File: src/rtl/sleep_wake_ctrl.sv
module sleep_wake_ctrl (
  input  logic       clk,
  input  logic       rst_n,
  input  logic       core_sleep_req,
  input  logic       core_ext_irq_en,
  input  logic       core_crit_irq_en,
  input  logic       core_timer_irq,
  input  logic       ext_irq,
  input  logic       crit_irq,
  output logic       core_clk_en,
  output logic [1:0] ctrl_state,
  output logic [2:0] wake_cause
);
  localparam logic [1:0] ST_RUN = 2'd0, ST_SLEEP = 2'd1, ST_WAKE = 2'd2;

  logic [1:0] state;
  logic       ext_en_q, crit_en_q, tmr_q;
  logic [2:0] cause_now;
  logic       wake_any;

  // status lines from the core fall one cycle early: use registered copies only
  always_ff @(posedge clk) begin
    if (!rst_n) begin
      ext_en_q  <= 1'b0;
      crit_en_q <= 1'b0;
      tmr_q     <= 1'b0;
    end else begin
      ext_en_q  <= core_ext_irq_en;
      crit_en_q <= core_crit_irq_en;
      tmr_q     <= core_timer_irq;
    end
  end

  assign cause_now = {tmr_q, crit_irq & crit_en_q, ext_irq & ext_en_q};
  assign wake_any  = |cause_now;

  always_ff @(posedge clk) begin
    if (!rst_n) begin
      state      <= ST_RUN;
      wake_cause <= 3'b000;
    end else begin
      case (state)
        ST_RUN:   if (core_sleep_req && !wake_any) state <= ST_SLEEP;
        ST_SLEEP: if (wake_any) begin
                    state      <= ST_WAKE;
                    wake_cause <= cause_now;
                  end
        ST_WAKE:  if (!core_sleep_req) begin
                    state      <= ST_RUN;
                    wake_cause <= 3'b000;
                  end
        default:  state <= ST_RUN;
      endcase
    end
  end

  assign core_clk_en = (state != ST_SLEEP);
  assign ctrl_state  = state;

  AST_RESET_RUN: assert property (@(posedge clk) !rst_n |=> (state == ST_RUN && wake_cause == 3'b000));
  AST_ENTER_SLEEP: assert property (@(posedge clk) disable iff (!rst_n)
    (state == ST_RUN && core_sleep_req && !wake_any) |=> !core_clk_en);
  AST_NO_SLEEP_PENDING: assert property (@(posedge clk) disable iff (!rst_n)
    (state == ST_RUN && wake_any) |=> state == ST_RUN);
  AST_WAKE_CLK: assert property (@(posedge clk) disable iff (!rst_n)
    (state == ST_SLEEP && wake_any) |=> core_clk_en);
  AST_TIMER_WAKE: assert property (@(posedge clk) disable iff (!rst_n)
    (state == ST_SLEEP && tmr_q) |=> (state == ST_WAKE && wake_cause[2]));
  AST_WAKE_HOLD: assert property (@(posedge clk) disable iff (!rst_n)
    (state == ST_WAKE && core_sleep_req) |=> (state == ST_WAKE && $stable(wake_cause)));
  AST_CAUSE_CLR: assert property (@(posedge clk) disable iff (!rst_n)
    (state == ST_RUN) |-> wake_cause == 3'b000);
  AST_NO_RUN_TO_WAKE: assert property (@(posedge clk) disable iff (!rst_n)
    (state == ST_RUN) |=> state != ST_WAKE);
endmodule

File: config.mk
export PLATFORM = sky130hd
export DESIGN_NAME = sleep_wake_ctrl
export DESIGN_NICKNAME = d
export VERILOG_FILES = /design/src/rtl/sleep_wake_ctrl.sv
export SDC_FILE = /design/constraint.sdc
export NUM_CORES = 1
export LEC_CHECK = 0
export BUFFER_PORTS_ARGS = -buffer_cell sky130_fd_sc_hd__buf_2
export CAP_MARGIN = 30
export CORE_AREA = 2 2 39 41
export CTS_CLUSTER_DIAMETER = 30
export DETAILED_ROUTE_END_ITERATION = 12
export DIE_AREA = 0 0 41 43
export GPL_TIMING_DRIVEN = 1
export HOLD_SLACK_MARGIN = 0.02
export PLACE_DENSITY_LB_ADDON = 0.08
export SETUP_SLACK_MARGIN = 0.4
export SLEW_MARGIN = 20
export SYNTH_ARGS = -nofsm -noshare
export SYNTH_HDL_FRONTEND = slang
export SYNTH_SLANG_ARGS = --single-unit
export TNS_END_PERCENT = 100
File: constraint.sdc
create_clock -name clk -period 1.4 [get_ports clk]
set_input_delay 0.42 -clock clk [delete_from_list [all_inputs] [get_ports clk]]
set_output_delay 0.42 -clock clk [all_outputs]
set_load 0.05 [all_outputs]
==> key figures <==
Outcome
  • Outcome: completed

Place
  • I/O Buffers: 13
  • Dpl cell area: 437.9 sq um
  • DP Worst Slack: 0.1717 ns
  • Gpl congestion: 0.6368
  • Dpl hpwl: 551.7 um

CTS
  • # hold bufs at CTS: 0
  • Worst-Skew Late Latency: 0.26 ns
  • Clock Sinks: 8
  • CTS buffer count: 3
  • CTS root buf: clkbuf_4
  • # H-tree levels: 1
  • CTS tree: built
  • Max Root-Sink Buffers: 2
  • Worst-path clk slew: 0.06 ns

Yosys
  • Avg Inst Size Synth: 10.35 sq um
  • Synth Area in XOR/XNOR: 0%
  • Post-synthesis simple-gate area fraction: 26.74%
  • Number of synthesized flops with an enable pin: 0
  • Syn Std Cell Area: 341.6 sq um
  • Share of flip-flops with an asynchronous set or reset: 0%
  • YS warnings: 0
  • Area leader, netlist: dfxtp_1
  • Fraction of synthesized area in multiplexers: 2.930%
  • Most common cell in the netlist: dfxtp_1
  • Synth Register Bits: 8
  • Syn_nets: 41
  • Largest family of logic cells by synthesized area: simple AND/OR/NAND/NOR gates
  • Post-Syn Instances: 33
  • Top post-synthesis cells by area: dfxtp_1 (47%), nand2b_4 (8.1%), and2_1 (7.3%), o21ai_0 (5.9%), a21oi_1 (4.4%)
  • Synth Flop Type: dfxtp_1
  • Synth top area share: 46.89%
  • Post-synthesis cell type count: 16
  • Top cells by count, synth: dfxtp_1 (8), and2_1 (4), o21ai_0 (4)
  • Compound-gate portion of the synthesized area: 23.44%
  • Post-synthesis adder-cell area fraction: 0%
  • Sequential area share after synthesis: 46.89%

Drt
  • DRT Pass-1 Iters: 3
  • Vias: 344
  • Drt drc: 0
  • Drt total wl: 857 um
  • Drt initial violations: 8
  • DR WL/cell: 11.43 um
  • Vias per cell: 4.587
  • ANT nets after route: 0

Setup path
  • Crit path max-delay family: flip-flops
  • Crit Path Class: flip-flop to output pin
  • CP max FO: 3
  • Register-to-Register Setup Slack: 0.21 ns
  • Slowest CP cell: dfxtp_4
  • CP startpoint kind: flip-flop
  • Kind of end point of the critical path: output pin
  • Arrival @ worst endpoint: 0.90 ns
  • Reg2reg path depth: 5
  • WP buf/inv: 1
  • Worst Path Required: 0.98 ns
  • Critical path depth in cells: 2
  • Crit-path max cell delay: 0.35 ns
  • Cell Chain, Critical Path: nand2b_4 > buf_8

STA
  • Worst setup margin: 0.08383 ns
  • Fin crit period: 1.316 ns
  • Slew headroom: 85.19%
  • Slew Viols, Final: 0
  • Worst Max-Slew Pin Slew: 0.2222 ns
  • Final Cycle Share: 94.01%
  • Worst hold slack: 0.3673 ns
  • F_max: 759.8 MHz
  • Hold Vio Cnt, Final: 0
  • RSZ-0062 raised after global routing: yes
  • Final TNS setup: 0 ns
  • Setup Viol. Count Final: 0
  • Worst Clk Skew: 0.004783 ns

Cells and area
  • Final net count: 68
  • Final instance area: 605.6 sq um
  • Area Growth Syn to Fin: 77.29%
  • Fill cell count: 138
  • Ratio of cells with drive above 1 in the final layout: 59.32%
  • N_diodes: 0

Floorplan
  • Die Wd: 41 um
  • I/O Pins: 14
  • Site Rows: 14
  • Initial core utilization: 24.68%
  • Die height: 43 um
  • DIE AREA: 1763 sq um
  • Core area: 1384 sq um

Power
  • PwrDens: 951.8 nW/um^2
  • Peak VDD IR: 0.0003972 V
  • Seq pwr share: 43.4%
  • Power Total: 0.5764 mW
  • Clock power frac: 33.3%
  • Net Sw Frac: 27.89%
  • P_sw: 0.1607 mW
  • LEAKAGE: 0.2700 nW
  • Combinational share of power: 23.3%
  • Internal Power: 0.4156 mW

Worst hold path
  • Worst min-delay path class: primary input to flip-flop
  • Hold path depth: 2

Global route
  • First-pass GRT wire length: 1317 um
  • Remaining Overflow, GRT: 0
  • Largest net degree at the start of global routing: 10
  • Initial antenna violation count: 0
  • GR Util All Layers: 12.06%
  • Vias in the first global route: 332

Flow run
  • Max-Cap Viols: 0
## registers in the layout, summed over array words and instances, names as in the netlist
register,flops
ctrl_state,2
ext_en_q,1
tmr_q,1
wake_cause,3
crit_en_q,1
## per-layer routing
layer  global-route usage (%)  vias up  share of wire (%)
met5                        0        -                  0
met4                    8.000        0                  0
met3                    7.853        0                4.9
met2                    16.88       10                 53
met1                    12.58      160                 42
li1                         -      174                  -
## cells in the final DEF (no fill, tap or decap), types with 2 or more instances in the layout
cell type / synthesis / layout
buf_4: 0 / 8
buf_2: 0 / 7
buf_8: 0 / 6
o21ai_0: 4 / 4
and2_1: 4 / 4
a21oi_1: 3 / 3
clkbuf_4: 0 / 3
dfxtp_1: 8 / 3
dfxtp_2: 0 / 3
nand2b_4: 2 / 2
nand2_1: 2 / 2
dfxtp_4: 0 / 2
## through the flow
stage | util (%) | instances
6_report | 43.76 | 75
3_3_place_gp | 31.65 | 62
2_1_floorplan | - | 33
5_1_grt | 43.76 | 75
3_5_place_dp | 31.65 | 62
4_1_cts | 40.96 | 73
## cells by family (layout without fill, tap and decap cells)
kind of cell           count (synthesis)  count (layout)
AOI/OAI and AO/OA                     12              12
and+or+nand+nor                       12              12
DFF                                    8               8
muxes                                  1               1
buffers and inverters                  0              26
## final timing paths
path	start	endpoint
setup / recovery	ctrl_state[1]	core_clk_en
hold / removal	core_timer_irq	tmr_q
setup reg to reg	ctrl_state[1]	wake_cause[2]
hold reg to reg	crit_en_q	wake_cause[1]
## cell type report
type                            count  area (sq um)  area share, %
Multi-Input combinational cell     25         191.4          31.61
Timing Repair Buffer               22         196.4          32.44
Tap cell                           16         20.02          3.306
Sequential cell                     8         171.4          28.31
Clock buffer                        4         26.28          4.339
## power by group through the flow
stage / clock [mW] / sequential, mW / combinational, mW
4_1_cts: 0.202 / 0.250 / 0.124
3_3_place_gp: 0 / 0.256 / 0.0882
5_1_grt: 0.221 / 0.251 / 0.143
3_5_place_dp: 0 / 0.256 / 0.0893
6_report: 0.192 / 0.250 / 0.134
2_1_floorplan: 0 / 0.277 / 0.0399
## repair_timing
| action | in CTS | in global routing |
|---|---|---|
| endpoints found under the setup margin | 9 | 11 |
| pin swaps | 1 | 0 |
| hold endpoints to repair | 0 | 0 |
| setup buffers | 7 | 2 |
| resized for setup | 15 | 7 |
Note: power is estimated with default switching activity, not from simulation.
